`config.mk`:
```
export PLATFORM = sky130hd
export DESIGN_NAME = swaAllocator
export DESIGN_NICKNAME = d
export VERILOG_FILES = /design/src/rtl/swaPkg.sv /design/src/rtl/swaPickOne.sv /design/src/rtl/swaLrsMatrix.sv /design/src/rtl/swaLrsCtrl.sv /design/src/rtl/swaDatapath.sv /design/src/rtl/swaAllocator.sv
export SDC_FILE = /design/constraint.sdc
export NUM_CORES = 1
export LEC_CHECK = 0
export BUFFER_PORTS_ARGS = -buffer_cell sky130_fd_sc_hd__buf_2
export CAP_MARGIN = 20
export CORE_ASPECT_RATIO = 0.7
export CORE_MARGIN = 1.5
export CORE_UTILIZATION = 40
export DETAILED_ROUTE_END_ITERATION = 6
export GPL_TIMING_DRIVEN = 0
export PLACE_DENSITY = 0.62
export SYNTH_ARGS = -nofsm -noshare
export SYNTH_HDL_FRONTEND = slang
export SYNTH_SLANG_ARGS = --single-unit
```
`constraint.sdc`:
```
create_clock -name clk -period 11.1 [get_ports clk]
set_input_delay 0 -clock clk [delete_from_list [all_inputs] [get_ports clk]]
set_output_delay 0 -clock clk [all_outputs]
set_load 0.01 [all_outputs]
```
`src/rtl/swaPkg.sv`:
```
package swaPkg;
  localparam int NIN   = 4;
  localparam int NOUT  = 4;
  localparam int NSLOT = 2;
  localparam int AGE_W = 3;
  localparam int OUT_W = (NOUT > 1) ? $clog2(NOUT) : 1;
  // key layout: {class, fromNet, age}, larger value ranks higher
  localparam int KEY_W = AGE_W + 2;

  typedef struct packed {
    logic [NIN-1:0][NSLOT-1:0] slotWin;  // advance per-input slot order
    logic [NOUT-1:0][NIN-1:0]  outWin;   // advance per-output input order
  } lrsStrobe_t;
endpackage

```
`src/rtl/swaPickOne.sv`:
```
module swaPickOne #(
  parameter int N     = 4,
  parameter int KEY_W = 5
) (
  input  logic [N-1:0]            req,
  input  logic [N-1:0][KEY_W-1:0] key,
  input  logic [N-1:0][N-1:0]     prec,
  output logic [N-1:0]            win
);
  logic [N-1:0] beats;

  // A requester wins when no other requester outranks it by key,
  // and on equal key it holds precedence in the fairness matrix.
  always_comb begin
    for (int c = 0; c < N; c++) begin
      beats[c] = 1'b1;
      for (int d = 0; d < N; d++) begin
        if (d != c && req[d]) begin
          if (key[d] > key[c] || (key[d] == key[c] && !prec[c][d]))
            beats[c] = 1'b0;
        end
      end
      win[c] = req[c] & beats[c];
    end
  end
endmodule

```
`src/rtl/swaLrsMatrix.sv`:
```
module swaLrsMatrix #(
  parameter int N = 4
) (
  input  logic               clk,
  input  logic               rstN,
  input  logic [N-1:0]       upd,
  output logic [N-1:0][N-1:0] prec
);
  // prec[a][b] = 1 : a was selected less recently than b
  always_ff @(posedge clk or negedge rstN) begin
    if (!rstN) begin
      for (int a = 0; a < N; a++)
        for (int b = 0; b < N; b++)
          prec[a][b] <= (a < b);
    end else if (|upd) begin
      for (int a = 0; a < N; a++)
        for (int b = 0; b < N; b++)
          if (a != b) begin
            if (upd[a])      prec[a][b] <= 1'b0;
            else if (upd[b]) prec[a][b] <= 1'b1;
          end
    end
  end
endmodule

```
`src/rtl/swaLrsCtrl.sv`:
```
module swaLrsCtrl
  import swaPkg::*;
(
  input  logic                                clk,
  input  logic                                rstN,
  input  lrsStrobe_t                          strobe,
  output logic [NIN-1:0][NSLOT-1:0][NSLOT-1:0] localPrec,
  output logic [NOUT-1:0][NIN-1:0][NIN-1:0]    globPrec
);
  for (genvar i = 0; i < NIN; i++) begin : g_local
    swaLrsMatrix #(.N(NSLOT)) u_slotOrder (
      .clk (clk),
      .rstN(rstN),
      .upd (strobe.slotWin[i]),
      .prec(localPrec[i])
    );
  end

  for (genvar o = 0; o < NOUT; o++) begin : g_global
    swaLrsMatrix #(.N(NIN)) u_inOrder (
      .clk (clk),
      .rstN(rstN),
      .upd (strobe.outWin[o]),
      .prec(globPrec[o])
    );
  end
endmodule

```
`src/rtl/swaDatapath.sv`:
```
module swaDatapath
  import swaPkg::*;
(
  input  logic [NIN-1:0][NSLOT-1:0]            pktValid,
  input  logic [NIN-1:0][NSLOT-1:0][OUT_W-1:0] pktDest,
  input  logic [NIN-1:0][NSLOT-1:0]            pktResp,
  input  logic [NIN-1:0][NSLOT-1:0]            pktFromNet,
  input  logic [NIN-1:0][NSLOT-1:0][AGE_W-1:0] pktAge,
  input  logic [NOUT-1:0]                      outBusy,
  input  logic [NIN-1:0][NSLOT-1:0][NSLOT-1:0] localPrec,
  input  logic [NOUT-1:0][NIN-1:0][NIN-1:0]    globPrec,
  output logic [NOUT-1:0][NIN-1:0]             grantOut,
  output logic [NIN-1:0][NSLOT-1:0]            grantSlot,
  output lrsStrobe_t                           strobe
);
  logic [NIN-1:0][NSLOT-1:0]            slotReq;
  logic [NIN-1:0][NSLOT-1:0][KEY_W-1:0] slotKey;
  logic [NIN-1:0][NSLOT-1:0]            slotSel;
  logic [NIN-1:0]                       nomValid;
  logic [NIN-1:0][OUT_W-1:0]            nomDest;
  logic [NIN-1:0][KEY_W-1:0]            nomKey;
  logic [NOUT-1:0][NIN-1:0]             outReq;
  logic [NIN-1:0]                       inWon;

  // level 1: one nomination per input
  for (genvar i = 0; i < NIN; i++) begin : g_in
    for (genvar s = 0; s < NSLOT; s++) begin : g_slot
      assign slotReq[i][s] = pktValid[i][s] & ~outBusy[pktDest[i][s]];
      assign slotKey[i][s] = {pktResp[i][s], pktFromNet[i][s], pktAge[i][s]};
    end
    swaPickOne #(.N(NSLOT), .KEY_W(KEY_W)) u_localPick (
      .req (slotReq[i]),
      .key (slotKey[i]),
      .prec(localPrec[i]),
      .win (slotSel[i])
    );
  end

  always_comb begin
    for (int i = 0; i < NIN; i++) begin
      nomValid[i] = |slotReq[i];
      nomDest[i]  = '0;
      nomKey[i]   = '0;
      for (int s = 0; s < NSLOT; s++) begin
        if (slotSel[i][s]) begin
          nomDest[i] = nomDest[i] | pktDest[i][s];
          nomKey[i]  = nomKey[i]  | slotKey[i][s];
        end
      end
    end
  end

  // level 2: one winner per output among the nominations
  for (genvar o = 0; o < NOUT; o++) begin : g_out
    for (genvar i = 0; i < NIN; i++) begin : g_req
      assign outReq[o][i] = nomValid[i] && (nomDest[i] == OUT_W'(o));
    end
    swaPickOne #(.N(NIN), .KEY_W(KEY_W)) u_globalPick (
      .req (outReq[o]),
      .key (nomKey),
      .prec(globPrec[o]),
      .win (grantOut[o])
    );
  end

  always_comb begin
    for (int i = 0; i < NIN; i++) begin
      inWon[i] = 1'b0;
      for (int o = 0; o < NOUT; o++) inWon[i] = inWon[i] | grantOut[o][i];
      grantSlot[i] = slotSel[i] & {NSLOT{inWon[i]}};
    end
    strobe.slotWin = grantSlot;
    strobe.outWin  = grantOut;
  end
endmodule

```
`src/rtl/swaAllocator.sv`:
```
module swaAllocator
  import swaPkg::*;
(
  input  logic                                 clk,
  input  logic                                 rstN,
  input  logic [NIN-1:0][NSLOT-1:0]            pktValid,
  input  logic [NIN-1:0][NSLOT-1:0][OUT_W-1:0] pktDest,
  input  logic [NIN-1:0][NSLOT-1:0]            pktResp,
  input  logic [NIN-1:0][NSLOT-1:0]            pktFromNet,
  input  logic [NIN-1:0][NSLOT-1:0][AGE_W-1:0] pktAge,
  input  logic [NOUT-1:0]                      outBusy,
  output logic [NOUT-1:0][NIN-1:0]             grantOut,
  output logic [NIN-1:0][NSLOT-1:0]            grantSlot
);
  lrsStrobe_t                          strobe;
  logic [NIN-1:0][NSLOT-1:0][NSLOT-1:0] localPrec;
  logic [NOUT-1:0][NIN-1:0][NIN-1:0]    globPrec;

  swaLrsCtrl u_ctrl (
    .clk      (clk),
    .rstN     (rstN),
    .strobe   (strobe),
    .localPrec(localPrec),
    .globPrec (globPrec)
  );

  swaDatapath u_dp (
    .pktValid  (pktValid),
    .pktDest   (pktDest),
    .pktResp   (pktResp),
    .pktFromNet(pktFromNet),
    .pktAge    (pktAge),
    .outBusy   (outBusy),
    .localPrec (localPrec),
    .globPrec  (globPrec),
    .grantOut  (grantOut),
    .grantSlot (grantSlot),
    .strobe    (strobe)
  );
endmodule

```
=== Yosys cells after proc, flatten, opt, wreduce, memory -nomap -nowiden ===
Cells that the tools add are included.

* Memories kept: 0
* Output and inout port bits: 24
* Word-level logic and storage cells: 660
* Input port bits: 70
* Bits in latches: 0
* ROM bits: 0
* Flip-flop bits (word level): 56
* Memory bits (writable): 0

* $lt $le $gt $ge: 28
* Div/mod/pow operators: 0
* Reduce and logical (&&, ||, !) cells: 256
* $add $sub $neg: 0
* Equality and inequality tests: 32
* Shift operators: 0
* Bitwise operators: 64
* Multipliers: 0
* Mux-type cells: 224

{| class="wikitable"
|+ Operator list
! kind !! count
|-
| $mux 1 || 200
|-
| $eq 5x5->1 || 20
|-
| $gt 5x5->1 || 20
|-
| $logic_and 1x1->1 || 72
|-
| $logic_not 1->1 || 56
|-
| $logic_or 1x1->1 || 56
|-
| $reduce_and 2->1 || 28
|-
| $reduce_bool 2->1 || 28
|-
| $mux 5 || 8
|-
| $and 1x1->1 || 32
|-
| $lt 2x3->1 const B || 8
|-
| $or 5x5->5 || 4
|-
| $bmux 1 s2 || 8
|-
| $eq 2x2->1 const B || 8
|-
| $mux 2 || 8
|-
| $reduce_or 2->1 || 8
|-
| $reduce_or 4->1 || 4
|-
| $or 1x1->1 || 12
|-
| $and 2x2->2 || 4
|-
| $eq 2x1->1 const B || 4
|-
| $logic_not 2->1 || 4
|-
| $not 1->1 || 8
|-
| $or 2x2->2 || 4
|}

=== Logic depth before layout (Yosys ltp) ===
Gate-level depths: netlist (run 1).

* Depth in word-level cells: 25
* Gate-level depth with buffers: 20

=== Hierarchy ===
From an unflattened synthesis (run 1), not the netlist that was laid out.

* Cells, all modules: 876
* Area total of the unflattened synthesis: 7662.3 um2

{| class="wikitable"
|+ Modules (own cells, without submodules)
! module !! times used !! sequential area each (um2) !! cells an instance !! area each (um2)
|-
| swaLrsMatrix at u_ctrl.g_global[0].u_inOrder ... || 4 || 307.8 || 29 || 461.7
|-
| swaPickOne at u_dp.g_out[0].u_globalPick ... || 2 || 0.0 || 123 || 914.6
|-
| swaDatapath || 1 || 0.0 || 144 || 1131.1
|-
| swaPickOne at u_dp.g_out[3].u_globalPick || 1 || 0.0 || 129 || 927.1
|-
| swaPickOne at u_dp.g_out[2].u_globalPick || 1 || 0.0 || 125 || 897.1
|-
| swaPickOne at u_dp.g_in[0].u_localPick ... || 4 || 0.0 || 22 || 167.7
|-
| swaLrsMatrix at u_ctrl.g_local[0].u_slotOrder ... || 4 || 51.3 || 7 || 90.1
|}

=== Least setup slack after synthesis (run 1) ===
OpenSTA, ideal clock, no wires.

* Path type: input port to flip-flop
* From: input port pktResp[1] (netlist name)
* To: register, netlist name u_ctrl.g_local[0].u_slotOrder.prec[1]
* Stages: 19
* Data required time: 11.027 ns
* Arrival time: 4.063 ns
* Setup slack: 6.964 ns
* Path through: inv_1 > ha_1 > nand4_1 > or3_1 > a211o_1 > and2_0 > clkbuf_1 > a22o_1 > ha_1 > nor2b_1 > o21a_1 > o21a_1 > o21ai_0 > nor2b_1 > o21ai_0 > and4b_1 > clkbuf_1 > o41ai_2 > a21boi_1

{| class="wikitable"
|+ RTL lines
! item !! line !! RTL
|-
| start: declaration || swaAllocator.sv:8 || <nowiki>input logic [NIN-1:0][NSLOT-1:0] pktResp,</nowiki>
|}

==> results of run 1 <==
[state kept, by name, summed over array words and instances, names as in the netlist]
signal                           flops
u_ctrl.g_local.u_slotOrder.prec      8
u_ctrl.g_global.u_inOrder.prec      48
[cells in the final DEF (no fill, tap or decap), types with 3 or more instances in the layout]
master	n
a31oi_4	3
nor2b_1	15
nor2_1	134
clkbuf_1	13
dfrtp_1	28
o41ai_2	5
o21ai_0	26
a22o_1	18
nand2b_4	3
clkbuf_16	5
o221ai_1	6
a2111oi_0	5
nand2_1	30
inv_1	48
a32oi_1	3
o21a_1	11
nor3_2	3
nand4_1	7
and4_1	11
a211o_1	4
mux4_2	3
buf_2	96
and3_1	13
buf_4	3
mux2i_1	10
a22oi_1	10
nand3_1	16
ha_1	50
a21o_1	4
nor3_1	3
and2_1	11
dfstp_2	28
a21oi_1	17
o31ai_1	3
nand3b_1	4
a21boi_1	4
[path summary, 6_finish.rpt]
path                                                        from                                    end  slack, ns  depth (start not counted)
min reg2reg                u_ctrl.g_local[3].u_slotOrder.prec[1]  u_ctrl.g_local[3].u_slotOrder.prec[1]       0.48                          2
max in group asynchronous                                   rstN   u_ctrl.g_global[1].u_inOrder.prec[3]      10.14                          3
max reg2reg                u_ctrl.g_local[1].u_slotOrder.prec[1]  u_ctrl.g_local[2].u_slotOrder.prec[2]       5.82                         16
max                                                   pktResp[2]                           grantSlot[4]       5.57                         17
min in group asynchronous                                   rstN  u_ctrl.g_local[2].u_slotOrder.prec[2]       0.28                          2
min                                                  pktValid[3]  u_ctrl.g_local[1].u_slotOrder.prec[1]       0.11                          5
[layer usage]
metal	vias to the layer above	share of wire
li1	2452	-
met5	-	0
met3	15	0.088
met2	228	0.42
met4	0	0.0086
met1	2507	0.48
[stage by stage]
step / power (mW) / cells
2_1_floorplan: 0.653 / 617
3_3_place_gp: 0.771 / 869
3_5_place_dp: 0.790 / 870
4_1_cts: 0.954 / 879
5_1_grt: 1.03 / 880
6_report: 0.954 / 880
[layout make-up]
cell class,count,area [sq um],share of cell area
tap,162,203,0.0337
sequential,56,1440,0.238
clock buffer,6,129,0.0214
timing repair buffer,93,485,0.0806
buffer,22,109,0.0181
multi-input combinational,491,3460,0.575
clock inverter,2,16.3,0.00270
inverter,48,180,0.0299
[cell usage after synthesis (4+ instances only)]
library cell  count  share of area
dfstp_2          28           0.14
a21o_1            4         0.0058
nor2b_1          15          0.018
a21boi_1          4         0.0058
and4_1           11          0.019
inv_1            48          0.035
nand2_1          30          0.022
a22o_1           18          0.030
o21a_1           11          0.016
o21ai_0          26          0.025
nand4_1           7         0.0084
buf_2             6         0.0058
and2_1           11          0.013
nor2_1          134          0.097
a2111oi_0         5         0.0084
mux2i_1          10          0.019
a22oi_1          10          0.014
o41ai_2           5          0.016
ha_1             50           0.12
a211o_1           4         0.0067
dfrtp_1          28           0.14
and3_1           13          0.016
a21oi_1          17          0.016
clkbuf_1         12         0.0087
nand3_1          16          0.015
o221ai_1          6          0.010
nand3b_1          4         0.0058
[critical path, stage by stage]
cell and delay [ns]:
buf_2 0.11, ha_1 0.34, a21oi_1 0.23, o221ai_1 0.18, a21o_1 0.25, and2_1 0.16, clkbuf_1 0.18, a22oi_1 0.45
inv_1 0.13, ha_1 0.32, and2_1 0.18, a221oi_1 1.06, a2111oi_0 0.31, nor4b_2 1.01, nor4_2 0.19, nor3_2 0.23
buf_2 0.17
[power by group through the flow]
stage | combinational (mW) | clock (mW) | sequential, mW
3_3_place_gp | 0.377 | 0 | 0.394
6_report | 0.400 | 0.162 | 0.392
2_1_floorplan | 0.278 | 0 | 0.375
5_1_grt | 0.450 | 0.174 | 0.405
4_1_cts | 0.395 | 0.166 | 0.393
3_5_place_dp | 0.394 | 0 | 0.395
[kinds of logic (layout without fill, tap and decap cells)]
group | count (synthesis) | count (layout) | synth area share
multiplexers | 15 | 15 | 0.0395
adder cells (fa/ha/maj) | 50 | 50 | 0.121
AO/OA/AOI/OAI | 155 | 155 | 0.243
buffers and inverters | 70 | 171 | 0.0557
AND/OR/NAND/NOR | 271 | 271 | 0.264
flip-flops | 56 | 56 | 0.277
[timing repair]
| item | 4_1_cts | 5_1_grt |
|---|---|---|
| gates resized for setup | 0 | 0 |
| hold buffers | 1 | 0 |
| endpoints found under the hold margin | 13 | 0 |
==> flow_summary.yaml, run 1 <==
run_status:
  status: "complete, but fails checks"
  violations: "design-rule violations"
critical_path:
  cp.required_ns: 11.10
  cp.arrival_ns: 5.53
  startpoint_type: "input port"
  endpoint_kind: "output pin"
  critical_path_class: "input port to output pin"
  worstPathMaxFanout: 8
global_routing:
  gr-usage-all-layers: 0.256
  antenna_found_initial: 0
  grt.met3_usage: 0.0427
  met1_usage: 0.373
  grt.busiest_layer: "met2"
  globalRoute.totalOverflow: 0
  grt_pass1_vias: 5268
  grt_max_degree: 30
  grt_pass1_wl_microns: 27400
  met2_usage: 0.398
floorplanning:
  die-area_sq_um: 13700
  row_count: 34
  ios: 94
  initial_core_util: 0.414
  fp.dieW_microns: 139
  core_area_sq_um: 12500
  die_y_microns: 98.3
sta:
  tns_ns: 0
  relSlewSlack: 0.125
  min_period_over_period: 0.498
  setup_viol: 0
  skew_ns: 0.00401
  rsz0062_at_grt: "false"
  clock.fmax_mhz: 181
  drv_slew: 0
  hold_viol: 0
  period_needed_ns: 5.53
  worst_pin_slew_ns: 1.31
  timing.hold.ws_ns: 0.112
  setup_ws_ns: 5.57
drt:
  wire_per_inst_microns: 19.4
  firstDrtPassIters: 7
  drt_iter0_markers: 383
  drc: 8
  wirelength_microns: 17100
  postRouteAntennaNets: 0
  viasPerCell: 5.91
  dr_total_vias: 5202
placement:
  routabilityCongestion: 0.901
  io_buffers: 90
  dp_hpwl_microns: 13800
  dp_slack_ns: 5.65
  dpl_cell_area_sq_um: 5860
synthesis:
  seq_area_frac_synth: 0.277
  synth_async_sr_flop_share: 1.00
  ys.flop_type: "dfstp_2"
  synth_cell_types: 78
  synth_edf_count: 0
  syn_nets: 737
  yosysWarningCount: 0
  syn_area_sq_um: 5190
  postSynthCellCount: 617
  synth.avg_cell_area_sq_um: 8.41
  synth-seq-cells: 56
clock_network:
  cts_max_level: 2
  numCtsBuffers: 5
  path_clk_slew_ns: 0.07
  cts_setup_buffers: 0
  cts_tree: "yes"
  clk_latency_ns: 0.30
  cts_root_buf: "clkbuf_16"
  numClockSinks: 56
  clk_path_buf_depth: 2
power_and_ir_drop:
  leakage_nw: 2.84
  p_int_uw: 578
  irDropWorstVdd_mv: 0.0716
  switching_share: 0.394
  power_density_nw_per_um2: 158
  power_frac_clock: 0.170
  switchingPower_uw: 376
  p_seq_frac: 0.411
  combPwrFrac: 0.419
run:
  drv_cap: 0
layout:
  nFillCells: 1266
  finalNetCount: 837
  num_antenna_cells: 0
  fin_util: 0.480
  area_delta_synth_final_pct: 16.1
  fin_area_sq_um: 6020
  drive_gt1_frac: 0.240
worst_hold_path:
  hp-class: "input port to flip-flop"
Power figures use the tool's default switching activity.
==> inputs of run 2 (changes only) <==
- ABC_AREA: unset -> 1
- PLACE_DENSITY: 0.62 -> 0.64
- clock period: 11.1 -> 4.4 ns (I/O delays scaled with it)
==> flow_summary.yaml, run 2 <==
layout:
  finalNetCount: 995
  drive_gt1_frac: 0.284
  largest_reg_flops: 48
  reg.largest.list: "u_ctrl.g_global.u_inOrder.prec (48), u_ctrl.g_local.u_slotOrder.prec (8)"
  top_register: "u_ctrl.g_global.u_inOrder.prec"
  layout_commonest_cell: "nand2_1"
  num_antenna_cells: 0
  nFillCells: 1376
  area_delta_synth_final_pct: 15.9
  finalNonFillerCells: 1061
  layout_common_cells: "nand2_1, nor2_1, inv_1"
synthesis:
  postSynthCellCount: 775
  synth_area_leader_cell: "dfstp_2"
  syn_area_sq_um: 5410
  synth.avg_cell_area_sq_um: 6.98
  seq_area_frac_synth: 0.266
  synth_area_leaders: "dfstp_2, dfrtp_1, nand2_1"
  syn_nets: 895
  synth-seq-cells: 56
  synth_common_cells: "nand2_1, nor2_1, inv_1, nand3_1, ha_1"
  yosysWarningCount: 0
  synth_edf_count: 0
  yosysMostFrequentCell: "nand2_1"
  synth_async_sr_flop_share: 1.00
  synth_cell_types: 28
  synth.top_cell.area_share: 0.136
  ys.flop_type: "dfstp_2"
sta:
  hold_viol: 0
  drv_slew: 0
  min_period_over_period: 0.929
  tns_ns: 0
  worst_pin_slew_ns: 0.761
  rsz0062_at_grt: "false"
  setup_viol: 0
  clock.fmax_mhz: 245
  skew_ns: 0.00863
  period_needed_ns: 4.09
  relSlewSlack: 0.488
drt:
  viasPerCell: 4.99
  firstDrtPassIters: 5
  wire_per_inst_microns: 15.2
  drc: 0
  postRouteAntennaNets: 0
  drt_iter0_markers: 371
  wirelength_microns: 16100
  dr_total_vias: 5290
critical_path:
  worstPathMaxFanout: 8
  startpoint_type: "flip-flop"
  crit_start: "u_ctrl.g_local[2].u_slotOrder.prec[1]"
  path_cells: "inv_1 -> nand3_1 -> nand2_1 -> nand2_4 -> nand2_1 -> inv_1 -> nand2_1 -> o21ai_0 -> inv_1 -> ha_1 -> nand2_1 -> inv_1 -> nand2_1 -> inv_1 -> nand2_1 -> inv_1 -> nor2_2 -> nor2_1 -> nand3_1 -> nand2_1 -> nor2_4 -> nor2_2 -> a21oi_2 -> buf_2"
  worst-path-stages: 24
  max_stage_delay_ns: 0.52
  cp.required_ns: 4.40
  rr_worst_depth: 21
  slowest_stage: "dfstp_2"
  endpoint_kind: "output pin"
  reg2reg_from: "u_ctrl.g_local[3].u_slotOrder.prec[1]"
  crit_top_cell: "nand2_1"
  critical_path_class: "flip-flop to output pin"
  reg2reg_to: "u_ctrl.g_local[3].u_slotOrder.prec[2]"
  crit_family: "simple AND/OR/NAND/NOR gates"
  endpoint: "grantSlot[5]"
  reg2reg_slack_ns: 0.62
  worstPathBufferInverterCount: 7
  cp.arrival_ns: 4.09
floorplanning:
  die_y_microns: 100
  initial_core_util: 0.410
  ios: 94
  fp.dieW_microns: 142
  core_area_sq_um: 13200
  die-area_sq_um: 14200
  row_count: 35
global_routing:
  gr-usage-all-layers: 0.236
  antenna_found_initial: 0
  globalRoute.totalOverflow: 0
  grt_pass1_wl_microns: 26200
  grt_max_degree: 31
  grt_pass1_vias: 4974
clock_network:
  clk_path_buf_depth: 2
  numCtsBuffers: 5
  cts_tree: "yes"
  cts_root_buf: "clkbuf_16"
  path_clk_slew_ns: 0.07
  cts_max_level: 2
  clk_latency_ns: 0.30
  numClockSinks: 56
power_and_ir_drop:
  power_density_nw_per_um2: 405
  irDropWorstVdd_mv: 0.234
  leakage_nw: 3.18
placement:
  dp.cells: 1052
  dp_hpwl_microns: 13200
  io_buffers: 91
  routabilityCongestion: 0.881
run:
  drv_cap: 0
worst_hold_path:
  hp-class: "input port to async pin"
run_status:
  status: "finished clean"
-- run 2: changes by cell type after synthesis, moves of 15 or more --
cell | before | now
nand2_2 | 0 | 19
inv_1 | 48 | 94
nor2b_1 | 15 | 0
a22o_1 | 18 | 0
nor2_2 | 0 | 17
nand2_1 | 30 | 170
nor2_1 | 134 | 117
nor2_4 | 0 | 26
o21ai_0 | 26 | 48
nand3_2 | 0 | 16
a21oi_1 | 17 | 45
nand3_1 | 16 | 57
-- run 2: how the worst min path moves through the flow --
stage,end,slack [ns],depth (start not counted)
2_1_floorplan,u_ctrl.g_global[0].u_inOrder.prec[12],-0.30,0
3_5_place_dp,u_ctrl.g_local[0].u_slotOrder.prec[2],0.06,1
5_1_grt,u_ctrl.g_local[3].u_slotOrder.prec[1],0.32,6
3_3_place_gp,u_ctrl.g_local[0].u_slotOrder.prec[2],0.34,1
6_report,u_ctrl.g_global[3].u_inOrder.prec[4],0.26,2
4_1_cts,u_ctrl.g_global[2].u_inOrder.prec[13],0.29,2
-- run 2: worst reg2reg max path, delay by kind of cell, from the launching register on --
family | cells | cell delay (ns)
simple gates | 13 | 1.56
fa+ha+maj | 1 | 0.31
flops | 1 | 0.52
buf+inv | 3 | 0.34
compound gates | 4 | 0.96
-- run 2: what timing repair did --
item,CTS,global route
hold endpoints to repair,13,0
endpoints found under the setup margin,0,2
hold buffers,1,0
resized for setup,0,1
buffers inserted,0,0
-- run 2: final cells by class --
type | count | area (sq um) | share of cell area
well taps | 185 | 231 | 0.0369
inverters | 109 | 417 | 0.0665
repair buffers | 93 | 485 | 0.0775
clock inverters | 2 | 12.5 | 0.00200
flip-flops and latches | 56 | 1440 | 0.229
plain buffers | 2 | 18.8 | 0.00299
multi-input cells | 608 | 3540 | 0.564
clock buffers | 6 | 129 | 0.0206
-- run 2: stage by stage --
| step | setup slack, ns | utilization | area (sq um) | hold WS, ns | total power, mW |
|---|---|---|---|---|---|
| after detailed placement | 0.397 | 0.464 | 6110 | 0.0609 | 2.13 |
| after CTS | 0.313 | 0.475 | 6260 | 0.285 | 2.54 |
| final | 0.311 | 0.475 | 6270 | 0.265 | 2.54 |
| after floorplan | 1.41 | - | 5410 | -0.296 | 1.77 |
| after global routing | 0.0295 | 0.475 | 6270 | 0.324 | 2.74 |
| after global placement | 0.422 | 0.462 | 6090 | 0.344 | 2.10 |
-- run 2: logic make-up (layout without fill, tap and decap cells) --
kind of cell	count (synthesis)	in the layout	share of synthesized area
flops	56	56	0.266
buf+inv	111	212	0.0805
compound gates	117	117	0.123
fa+ha+maj	50	50	0.116
simple gates	441	441	0.415
-- run 2: per-layer routing --
metal / share of wire / GRT usage
met1: 0.52 / 0.367
met2: 0.39 / 0.342
met3: 0.082 / 0.0477
met4: 0.0056 / 0.0301
met5: 0 / 0
-- run 2: power breakdown --
part           switching [mW]  internal (mW)
clock                   0.190          0.211
sequential              0.139          0.858
combinational           0.750          0.393
